### src/rtl/i2c_mem_pkg.sv
package i2c_mem_pkg;
  localparam int BYTE_W = 8;
  localparam int CNT_W  = $clog2(BYTE_W + 1);

  typedef enum logic [3:0] {
    ST_IDLE,
    ST_DEV,
    ST_DEV_ACK,
    ST_MADDR,
    ST_MADDR_ACK,
    ST_WDATA,
    ST_WDATA_ACK,
    ST_RDATA,
    ST_RACK
  } proto_st_t;
endpackage

### src/rtl/i2c_line_cond.sv
module i2c_line_cond #(
  parameter int SYNC_STAGES = 2
) (
  input  logic clk,
  input  logic rst,
  input  logic scl_i,
  input  logic sda_i,
  output logic scl_rise,
  output logic scl_fall,
  output logic sda_lvl,
  output logic start_det,
  output logic stop_det
);
  localparam int DEPTH = SYNC_STAGES + 1;

  logic [DEPTH-1:0] scl_q, sda_q;
  logic scl_now, scl_prev, sda_now, sda_prev;

  // synchronizer chain plus one history stage for edge detection
  always_ff @(posedge clk) begin
    if (rst) begin
      scl_q <= '1;
      sda_q <= '1;
    end else begin
      scl_q <= {scl_q[DEPTH-2:0], scl_i};
      sda_q <= {sda_q[DEPTH-2:0], sda_i};
    end
  end

  assign scl_now  = scl_q[SYNC_STAGES-1];
  assign scl_prev = scl_q[SYNC_STAGES];
  assign sda_now  = sda_q[SYNC_STAGES-1];
  assign sda_prev = sda_q[SYNC_STAGES];

  always_ff @(posedge clk) begin
    if (rst) begin
      scl_rise  <= 1'b0;
      scl_fall  <= 1'b0;
      sda_lvl   <= 1'b1;
      start_det <= 1'b0;
      stop_det  <= 1'b0;
    end else begin
      scl_rise  <= scl_now & ~scl_prev;
      scl_fall  <= ~scl_now & scl_prev;
      sda_lvl   <= sda_now;
      start_det <= scl_now & scl_prev & sda_prev & ~sda_now;
      stop_det  <= scl_now & scl_prev & ~sda_prev & sda_now;
    end
  end
endmodule

### src/rtl/i2c_addr_ptr.sv
module i2c_addr_ptr #(
  parameter int AW        = 8,
  parameter int PAGE_BITS = 3
) (
  input  logic          clk,
  input  logic          rst,
  input  logic          load,
  input  logic [AW-1:0] load_val,
  input  logic          inc_page,
  input  logic          inc_full,
  output logic [AW-1:0] ptr
);
  logic [AW-1:0] full_next, page_next;

  assign full_next = ptr + AW'(1);

  generate
    if (PAGE_BITS >= AW) begin : g_flat
      assign page_next = full_next;
    end else if (PAGE_BITS == 0) begin : g_unit
      assign page_next = ptr;
    end else begin : g_page
      assign page_next = {ptr[AW-1:PAGE_BITS], ptr[PAGE_BITS-1:0] + PAGE_BITS'(1)};

      AST_PAGE_HOLD: assert property (@(posedge clk) disable iff (rst)
        (inc_page && !load) |=> ptr[AW-1:PAGE_BITS] == $past(ptr[AW-1:PAGE_BITS]));
    end
  endgenerate

  always_ff @(posedge clk) begin
    if (rst)           ptr <= '0;
    else if (load)     ptr <= load_val;
    else if (inc_page) ptr <= page_next;
    else if (inc_full) ptr <= full_next;
  end

  AST_FULL_STEP: assert property (@(posedge clk) disable iff (rst)
    (inc_full && !load && !inc_page) |=> ptr == AW'($past(ptr) + AW'(1)));
endmodule

### src/rtl/i2c_proto_fsm.sv
module i2c_proto_fsm
  import i2c_mem_pkg::*;
#(
  parameter int          AW       = 8,
  parameter logic [6:0]  DEV_ADDR = 7'h50
) (
  input  logic          clk,
  input  logic          rst,
  input  logic          scl_rise,
  input  logic          scl_fall,
  input  logic          sda_lvl,
  input  logic          start_det,
  input  logic          stop_det,
  input  logic          wr_protect,
  input  logic          mem_busy,
  input  logic [7:0]    mem_rdata,
  input  logic [AW-1:0] ptr,
  output logic          sda_oe,
  output logic          ptr_load,
  output logic [AW-1:0] ptr_load_val,
  output logic          ptr_inc_page,
  output logic          ptr_inc_full,
  output logic          mem_we,
  output logic [AW-1:0] mem_waddr,
  output logic [7:0]    mem_wdata,
  output logic          mem_commit
);
  localparam logic [CNT_W-1:0] FULL = CNT_W'(BYTE_W);

  proto_st_t         state;
  logic [BYTE_W-1:0] sh;
  logic [CNT_W-1:0]  cnt;
  logic              rd_dir;
  logic              wrote;
  logic              m_ack;
  logic              dev_done;

  assign dev_done = (state == ST_DEV) && scl_fall && (cnt == FULL);

  always_ff @(posedge clk) begin
    if (rst) begin
      state        <= ST_IDLE;
      sh           <= '0;
      cnt          <= '0;
      rd_dir       <= 1'b0;
      wrote        <= 1'b0;
      m_ack        <= 1'b0;
      sda_oe       <= 1'b0;
      ptr_load     <= 1'b0;
      ptr_load_val <= '0;
      ptr_inc_page <= 1'b0;
      ptr_inc_full <= 1'b0;
      mem_we       <= 1'b0;
      mem_waddr    <= '0;
      mem_wdata    <= '0;
      mem_commit   <= 1'b0;
    end else begin
      mem_we       <= 1'b0;
      mem_commit   <= 1'b0;
      ptr_load     <= 1'b0;
      ptr_inc_page <= 1'b0;
      ptr_inc_full <= 1'b0;
      if (mem_busy) begin
        state  <= ST_IDLE;
        sda_oe <= 1'b0;
        wrote  <= 1'b0;
      end else if (stop_det) begin
        mem_commit <= wrote;
        wrote      <= 1'b0;
        state      <= ST_IDLE;
        sda_oe     <= 1'b0;
      end else if (start_det) begin
        state  <= ST_DEV;
        cnt    <= '0;
        wrote  <= 1'b0;
        sda_oe <= 1'b0;
      end else begin
        unique case (state)
          ST_IDLE: ;
          ST_DEV, ST_MADDR, ST_WDATA: begin
            if (scl_rise && cnt != FULL) begin
              sh  <= {sh[BYTE_W-2:0], sda_lvl};
              cnt <= cnt + CNT_W'(1);
            end else if (scl_fall && cnt == FULL) begin
              if (state == ST_DEV) begin
                if (sh[7:1] == DEV_ADDR && (sh[0] || !wr_protect)) begin
                  rd_dir <= sh[0];
                  sda_oe <= 1'b1;
                  state  <= ST_DEV_ACK;
                end else begin
                  state  <= ST_IDLE;
                end
              end else if (state == ST_MADDR) begin
                ptr_load     <= 1'b1;
                ptr_load_val <= sh[AW-1:0];
                sda_oe       <= 1'b1;
                state        <= ST_MADDR_ACK;
              end else begin
                mem_we       <= 1'b1;
                mem_waddr    <= ptr;
                mem_wdata    <= sh;
                ptr_inc_page <= 1'b1;
                wrote        <= 1'b1;
                sda_oe       <= 1'b1;
                state        <= ST_WDATA_ACK;
              end
            end
          end
          ST_DEV_ACK: begin
            if (scl_fall) begin
              cnt <= '0;
              if (rd_dir) begin
                sh           <= mem_rdata;
                sda_oe       <= ~mem_rdata[7];
                ptr_inc_full <= 1'b1;
                state        <= ST_RDATA;
              end else begin
                sda_oe <= 1'b0;
                state  <= ST_MADDR;
              end
            end
          end
          ST_MADDR_ACK, ST_WDATA_ACK: begin
            if (scl_fall) begin
              cnt    <= '0;
              sda_oe <= 1'b0;
              state  <= ST_WDATA;
            end
          end
          ST_RDATA: begin
            if (scl_rise) begin
              cnt <= cnt + CNT_W'(1);
            end else if (scl_fall) begin
              if (cnt == FULL) begin
                sda_oe <= 1'b0;
                cnt    <= '0;
                state  <= ST_RACK;
              end else begin
                sh     <= {sh[BYTE_W-2:0], 1'b0};
                sda_oe <= ~sh[BYTE_W-2];
              end
            end
          end
          ST_RACK: begin
            if (scl_rise) begin
              m_ack <= ~sda_lvl;
            end else if (scl_fall) begin
              if (m_ack) begin
                sh           <= mem_rdata;
                sda_oe       <= ~mem_rdata[7];
                ptr_inc_full <= 1'b1;
                cnt          <= '0;
                state        <= ST_RDATA;
              end else begin
                state <= ST_IDLE;
              end
            end
          end
          default: state <= ST_IDLE;
        endcase
      end
    end
  end

  AST_WE_PULSE: assert property (@(posedge clk) disable iff (rst)
    mem_we |=> !mem_we);
  AST_COMMIT_PULSE: assert property (@(posedge clk) disable iff (rst)
    mem_commit |=> !mem_commit);
  AST_COMMIT_ON_STOP: assert property (@(posedge clk) disable iff (rst)
    mem_commit |-> $past(stop_det));
  AST_BUSY_QUIET: assert property (@(posedge clk) disable iff (rst)
    $past(mem_busy) |-> (!sda_oe && !mem_we));
  AST_WP_NACK: assert property (@(posedge clk) disable iff (rst)
    (dev_done && !sh[0] && wr_protect && !mem_busy && !stop_det && !start_det) |=> !sda_oe);
endmodule

### src/rtl/i2c_mem_slave.sv
module i2c_mem_slave #(
  parameter int         AW          = 8,
  parameter int         PAGE_BITS   = 3,
  parameter int         SYNC_STAGES = 2,
  parameter logic [6:0] DEV_ADDR    = 7'h50
) (
  input  logic          clk,
  input  logic          rst,
  input  logic          scl_i,
  input  logic          sda_i,
  output logic          sda_pull_low,
  input  logic          wr_protect,
  input  logic          mem_busy,
  output logic [AW-1:0] mem_raddr,
  input  logic [7:0]    mem_rdata,
  output logic          mem_we,
  output logic [AW-1:0] mem_waddr,
  output logic [7:0]    mem_wdata,
  output logic          mem_commit
);
  logic          scl_rise, scl_fall, sda_lvl, start_det, stop_det;
  logic          ptr_load, ptr_inc_page, ptr_inc_full;
  logic [AW-1:0] ptr_load_val, ptr;

  i2c_line_cond #(.SYNC_STAGES(SYNC_STAGES)) u_line (
    .clk(clk), .rst(rst), .scl_i(scl_i), .sda_i(sda_i),
    .scl_rise(scl_rise), .scl_fall(scl_fall), .sda_lvl(sda_lvl),
    .start_det(start_det), .stop_det(stop_det)
  );

  i2c_addr_ptr #(.AW(AW), .PAGE_BITS(PAGE_BITS)) u_ptr (
    .clk(clk), .rst(rst), .load(ptr_load), .load_val(ptr_load_val),
    .inc_page(ptr_inc_page), .inc_full(ptr_inc_full), .ptr(ptr)
  );

  i2c_proto_fsm #(.AW(AW), .DEV_ADDR(DEV_ADDR)) u_fsm (
    .clk(clk), .rst(rst), .scl_rise(scl_rise), .scl_fall(scl_fall),
    .sda_lvl(sda_lvl), .start_det(start_det), .stop_det(stop_det),
    .wr_protect(wr_protect), .mem_busy(mem_busy), .mem_rdata(mem_rdata),
    .ptr(ptr), .sda_oe(sda_pull_low), .ptr_load(ptr_load),
    .ptr_load_val(ptr_load_val), .ptr_inc_page(ptr_inc_page),
    .ptr_inc_full(ptr_inc_full), .mem_we(mem_we), .mem_waddr(mem_waddr),
    .mem_wdata(mem_wdata), .mem_commit(mem_commit)
  );

  assign mem_raddr = ptr;
endmodule

### config.mk
export PLATFORM = sky130hd
export DESIGN_NAME = i2c_mem_slave
export DESIGN_NICKNAME = d
export VERILOG_FILES = /design/src/rtl/i2c_mem_pkg.sv /design/src/rtl/i2c_line_cond.sv /design/src/rtl/i2c_addr_ptr.sv /design/src/rtl/i2c_proto_fsm.sv /design/src/rtl/i2c_mem_slave.sv
export SDC_FILE = /design/constraint.sdc
export NUM_CORES = 1
export LEC_CHECK = 0
export BUFFER_PORTS_ARGS = -buffer_cell sky130_fd_sc_hd__clkbuf_2
export CORE_ASPECT_RATIO = 0.75
export CORE_MARGIN = 2
export CORE_UTILIZATION = 40
export DETAILED_ROUTE_END_ITERATION = 16
export GPL_TIMING_DRIVEN = 0
export PLACE_DENSITY = 0.6
export RECOVER_POWER = 50
export SYNTH_ARGS = -nofsm -noshare
export SYNTH_HDL_FRONTEND = slang
export SYNTH_SLANG_ARGS = --single-unit
### constraint.sdc
create_clock -name clk -period 2.2 [get_ports clk]
set_input_delay 0.11 -clock clk [delete_from_list [all_inputs] [get_ports clk]]
set_output_delay 0.11 -clock clk [all_outputs]
set_load 0.05 [all_outputs]
## Word level (Yosys, flattened, before mapping)

Index checks and enable logic that the tools add are counted.

- Add/subtract/negate cells: 3
- $mul: 0
- Divide/modulo/power cells: 0
- Order comparisons: 0
- Eq/ne operators: 41
- Shift operators: 0
- Multiplexer cells: 61
- Bitwise gates (word level): 23
- Reduce and logical (&&, ||, !) cells: 29

Operators with widths:

| operator | count |
|---|---|
| $mux 8 | 12 |
| $mux 4 | 19 |
| $pmux 8 s4 | 1 |
| $reduce_and 10->1 | 3 |
| $ne 3x3->1 const B | 8 |
| $pmux 4 s6 | 1 |
| $reduce_and 8->1 | 3 |
| $mux 1 | 21 |
| $ne 2x2->1 const B | 9 |
| $eq 4x3->1 const B | 4 |
| $not 1->1 | 16 |
| $pmux 4 s4 | 1 |
| $reduce_and 13->1 | 1 |
| $ne 2x1->1 const B | 6 |
| $ne 3x2->1 const B | 4 |
| $reduce_or 3->1 | 4 |
| $reduce_and 11->1 | 1 |
| $reduce_and 5->1 | 2 |
| $reduce_bool 5->1 | 2 |
| $add 8x1->8 const B | 1 |
| $eq 4x2->1 const B | 2 |
| $eq 4x4->1 const B | 2 |
| $ne 4x4->1 const B | 2 |
| $reduce_or 8->1 | 1 |
| other kinds (21) | 31 |

- Register bits: 67
- Latch bits: 0
- Memory bits (writable): 0
- Memory bits (read-only): 0
- Input bits: 14
- Word-level logic and storage cells: 181
- Memories kept: 0

## Longest topological paths before layout

- Depth in word-level cells: 9
- Depth in mapped cells: 8
- Depth with buffers taken out: 7

## Hierarchy

Synthesis repeated with hierarchy kept, for this count alone.

- Cells, all modules: 364
- Area, all modules: 3269.4 sq um

Modules (own cells, without submodules):

| module | instances | cells each | area each (sq um) | sequential area each (sq um) |
|---|---|---|---|---|
| i2c_proto_fsm | 1 | 286 | 2516.2 | 960.9 |
| i2c_addr_ptr | 1 | 56 | 452.9 | 160.2 |
| i2c_line_cond | 1 | 22 | 300.3 | 200.2 |

## Worst setup path before layout

OpenSTA, ideal clock, no wires.

- Path kind: register to register
- Start point: register u_fsm.cnt[0]
- End point: register u_fsm.mem_waddr[6]
- Library setup time: 0.128 ns
- Data arrival time: 1.690 ns
- Required time: 2.072 ns
- Path slack: 0.382 ns
- Stages on the path, launching flop included: 9
- Clock period less this slack: 1.818 ns
- Cells stage by stage: dfxtp_1 > inv_1 > ha_1 > and4b_1 > and4_1 > nand2_2 > buf_4 > mux2i_1 > nor2_1

- Longest elaborated chain between the ends: 4
- Elaborated cells between the ends (all ways): 6
- Those cells by class: eq/ne: 2; bitwise: 1; reduce/logical: 3

RTL lines:

| item | RTL line | source |
|---|---|---|
| start, declared | i2c_proto_fsm.sv:32 | `logic [CNT_W-1:0] cnt;` |
| start signal, assigned | i2c_proto_fsm.sv:83 | `cnt <= cnt + CNT_W'(1);` |
| start signal, assigned | i2c_proto_fsm.sv:132 | `cnt <= cnt + CNT_W'(1);` |
| $ne 4x4->1 | i2c_proto_fsm.sv:81 | `if (scl_rise && cnt != FULL) begin` |
| $logic_and 1x1->1 | i2c_proto_fsm.sv:81 |  |
| $not 1->1 (no source line) | -- |  |
| $reduce_and 8->1 (no source line) * | -- |  |
| end signal, assigned | i2c_proto_fsm.sv:100 | `mem_waddr <= ptr;` |
| end, declared | i2c_proto_fsm.sv:24 | `output logic [AW-1:0] mem_waddr,` |

Mark *: on every way between the ends. The rest lies on a longest branch, timed or not.
A chain may end at the register's enable or synchronous reset.

## Final worst setup path

- Start point: register u_fsm.cnt[0]
- End point: register u_fsm.cnt[2]

- Longest elaborated chain between the ends: 4
- Elaborated cells between the ends (all ways): 11
- Those cells by class: add/sub: 1; eq/ne: 4; mux: 4; reduce/logical: 2

RTL lines:

| item | RTL line | source |
|---|---|---|
| $add 4x1->4 / $ne 4x4->1 (equally long branches) | i2c_proto_fsm.sv:83, i2c_proto_fsm.sv:132, i2c_proto_fsm.sv:81 |  |
| $mux 4 (tied with other cells) | i2c_proto_fsm.sv:131 | `if (scl_rise) begin` |
| $pmux 4 s4 / $ne 3x2->1 (equally long branches) | -- |  |
| $mux 4 / $reduce_and 10->1 (equally long branches) | -- |  |

Several ways; a longest one is shown, not always the timed one. The select of a mux whose other input is x is not followed.

==> results_dict.tcl <==
set metrics [dict create \
    drtAntennaViolNets 0 \
    ir_drop_mv 0.413 \
    place_ws_ns 0.0666 \
    fmax_mhz 478 \
    cts_tree "yes" \
    ff2ff_path_depth 7 \
    critPathLaunchType "flip-flop" \
    finalClockSkew_ns 0.00604 \
    cellPowerDensity_nw_per_um2 575 \
    final_layout_size_suffix_gt1_share_pct 16.2 \
    die_w_um 109 \
    syn_avg_cell_area_um2 9.31 \
    seq_area_frac_synth_pct 40.1 \
    synth.top_cell.area_share_pct 40.1 \
    ys_async_sr_fraction_pct 0 \
    root_buffer "clkbuf_8" \
    start_util_pct 41.4 \
    ys_ff_latch 66 \
    vias 2836 \
    hpwl_um 6100 \
    instances_no_fill 518 \
    grt_antenna_before_repair 0 \
    cts_buffer_depth 2 \
    yosysTopAreaCell "dfxtp_1" \
    crit_path_end_kind "flip-flop" \
    first_pass_iters 5 \
    tightest_slew_ns 0.849 \
    syn_nets 371 \
    tns_ns 0 \
    synthFlopType "dfxtp_1" \
    num_io_pins 41 \
    cp.required_ns 2.46 \
    finalSetupViolations 0 \
    syn-instance-count 354 \
    hold_class "in2reg" \
    nNetsFinal 425 \
    core_region_area_um2 7950 \
    critPathMaxFanout 6 \
    drtIter0Drc 157 \
    io_buffers 39 \
    finalInstanceArea_um2 3810 \
    period_minus_slack_ns 2.09 \
    synth.distinct_cells 65 \
    clock_sinks 66 \
    synth_area_leaders "dfxtp_1 40%, mux2i_1 12%, nor2_1 4.9%" \
    vias_per_cell 5.47 \
    syn_area_um2 3290 \
    hold_depth 2 \
    n_antenna_cell 0 \
    place_inst 498 \
    rsz0062_at_grt "no" \
    fin_crit_sh_pct 95.1 \
    route.detailed.drc 0 \
    grt_usage_pct 19.9 \
    dieHeight_um 82.6 \
    setup_slack_ns 0.107 \
    grt_overflow 0 \
    htreeDepth 3 \
    status "completed" \
    synth_edf_count 0 \
    post_dp_cell_area_um2 3620 \
    wirelength_um 8420 \
    slew_headroom_pct 42.9 \
    p_leak_nw 1.54 \
    worstSetupPathType "reg2reg" \
    final_cell_mix "66 x dfxtp_1, 43 x nor2_1, 38 x mux2i_1" \
    grt_pass1_wl_um 13200 \
    final_common_cell "dfxtp_1" \
    die_area_um2 8990 \
    hold_viol 0 \
    cap_violations 0 \
    row_count 28 \
    clk_latency_ns 0.35 \
    cts_buffers 9 \
    yosys_warnings 0 \
    grt_pass1_vias 2423 \
    grt_max_degree 12 \
    report.final.slew_viol_count 0 \
    path_clk_slew_ns 0.07 \
    wl_per_cell_um 16.2 \
    arrival_ns 2.35 \
    gp_congestion 0.866 \
    syn_to_final_growth_pct 15.6 \
]
==> cell usage after synthesis (3+ instances only) <==
master and n:
xor2_1 6, o21a_1 3, nand3_1 13, mux2i_1 38
ha_1 3, a311oi_1 8, inv_1 6, nand2_1 17
nor2_1 43, or3_1 5, a31oi_1 3, and3_1 3
a21oi_1 21, buf_6 5, a211oi_1 4, nand4b_1 3
nor3_1 8, dfxtp_1 66, o21ai_0 6, nor2b_1 4
nand2b_1 7, clkbuf_1 6, and4b_1 3, nor4_1 5
buf_2 5, or2_2 6
==> flip-flops by register name, indices dropped and copies added (netlist names), 3 cells and up <==
name / flops
u_line.scl_q: 3
u_fsm.cnt: 4
u_fsm.sh: 8
u_fsm.mem_waddr: 8
u_fsm.mem_wdata: 8
u_ptr.ptr: 8
u_line.sda_q: 3
u_fsm.state: 4
u_fsm.ptr_load_val: 8
==> metal layers <==
layer  share of wire (%)  GRT usage, %  vias to the layer above
li1                    -             -                     1398
met1                  54          30.8                     1343
met2                  40          25.9                       90
met3                 6.0          6.12                        5
met4                0.55          5.00                        0
met5                   0             0                        -
==> where the power goes <==
part / total, mW / switching [mW] / internal [mW]
clock: 0.897 / 0.464 / 0.433
sequential: 1.21 / 0.00665 / 1.20
combinational: 0.0835 / 0.0531 / 0.0304
total: 2.19 / 0.524 / 1.67
==> area by class of cell <==
class / count / area [µm²]
Fill cell: 804 / 4140
Multi-Input combinational cell: 260 / 1830
Sequential cell: 66 / 1320
Timing Repair Buffer: 43 / 196
Clock buffer: 11 / 141
Tap cell: 105 / 131
Buffer: 20 / 130
Clock inverter: 5 / 30.0
Inverter: 8 / 30.0
==> worst paths after layout <==
kind / from / end / slack (ns)
setup / recovery: u_fsm.cnt[0]$_SDFFE_PP0P_ / u_fsm.cnt[2]$_SDFFE_PP0P_ / 0.11
hold reg to reg: u_line.sda_q[0]$_SDFF_PP1_ / u_line.sda_q[1]$_SDFF_PP1_ / 0.41
hold / removal: mem_busy / u_fsm.mem_commit$_SDFF_PP0_ / 0.04
setup reg to reg: u_fsm.cnt[0]$_SDFFE_PP0P_ / u_fsm.cnt[2]$_SDFFE_PP0P_ / 0.11
==> per-stage QoR <==
step / hold WS, ns / utilization (%) / total power, mW
global route: 0.00664 / 47.9 / 2.29
CTS: 0.00171 / 47.9 / 2.22
floorplan: 0.186 / - / 1.28
finish: 0.0430 / 47.9 / 2.19
detailed placement: 0.295 / 45.5 / 1.31
global placement: 0.295 / 45.5 / 1.31
==> kinds of logic after synthesis <==
family | after synthesis | share of synthesized area, %
fa+ha+maj | 3 | 1.14
simple gates | 140 | 24.4
xor+xnor | 8 | 2.13
compound gates | 70 | 15.6
mux | 39 | 11.9
flops | 66 | 40.1
buf+inv | 28 | 4.75
==> what timing repair did <==
item	CTS	global route
endpoints found under the setup margin	0	18
hold buffers	2	0
hold endpoints to repair	2	0
resized for setup	0	2
setup buffers	0	2
==> critical path, cell delays in order (launching register included) <==
cell and delay [ns]:
dfxtp_1 0.36, inv_1 0.07, ha_1 0.21, and4b_1 0.36, or3_1 0.19, o2111ai_2 0.20
or3_4 0.41, o311ai_2 0.21
(Power assumes the default switching activity.)
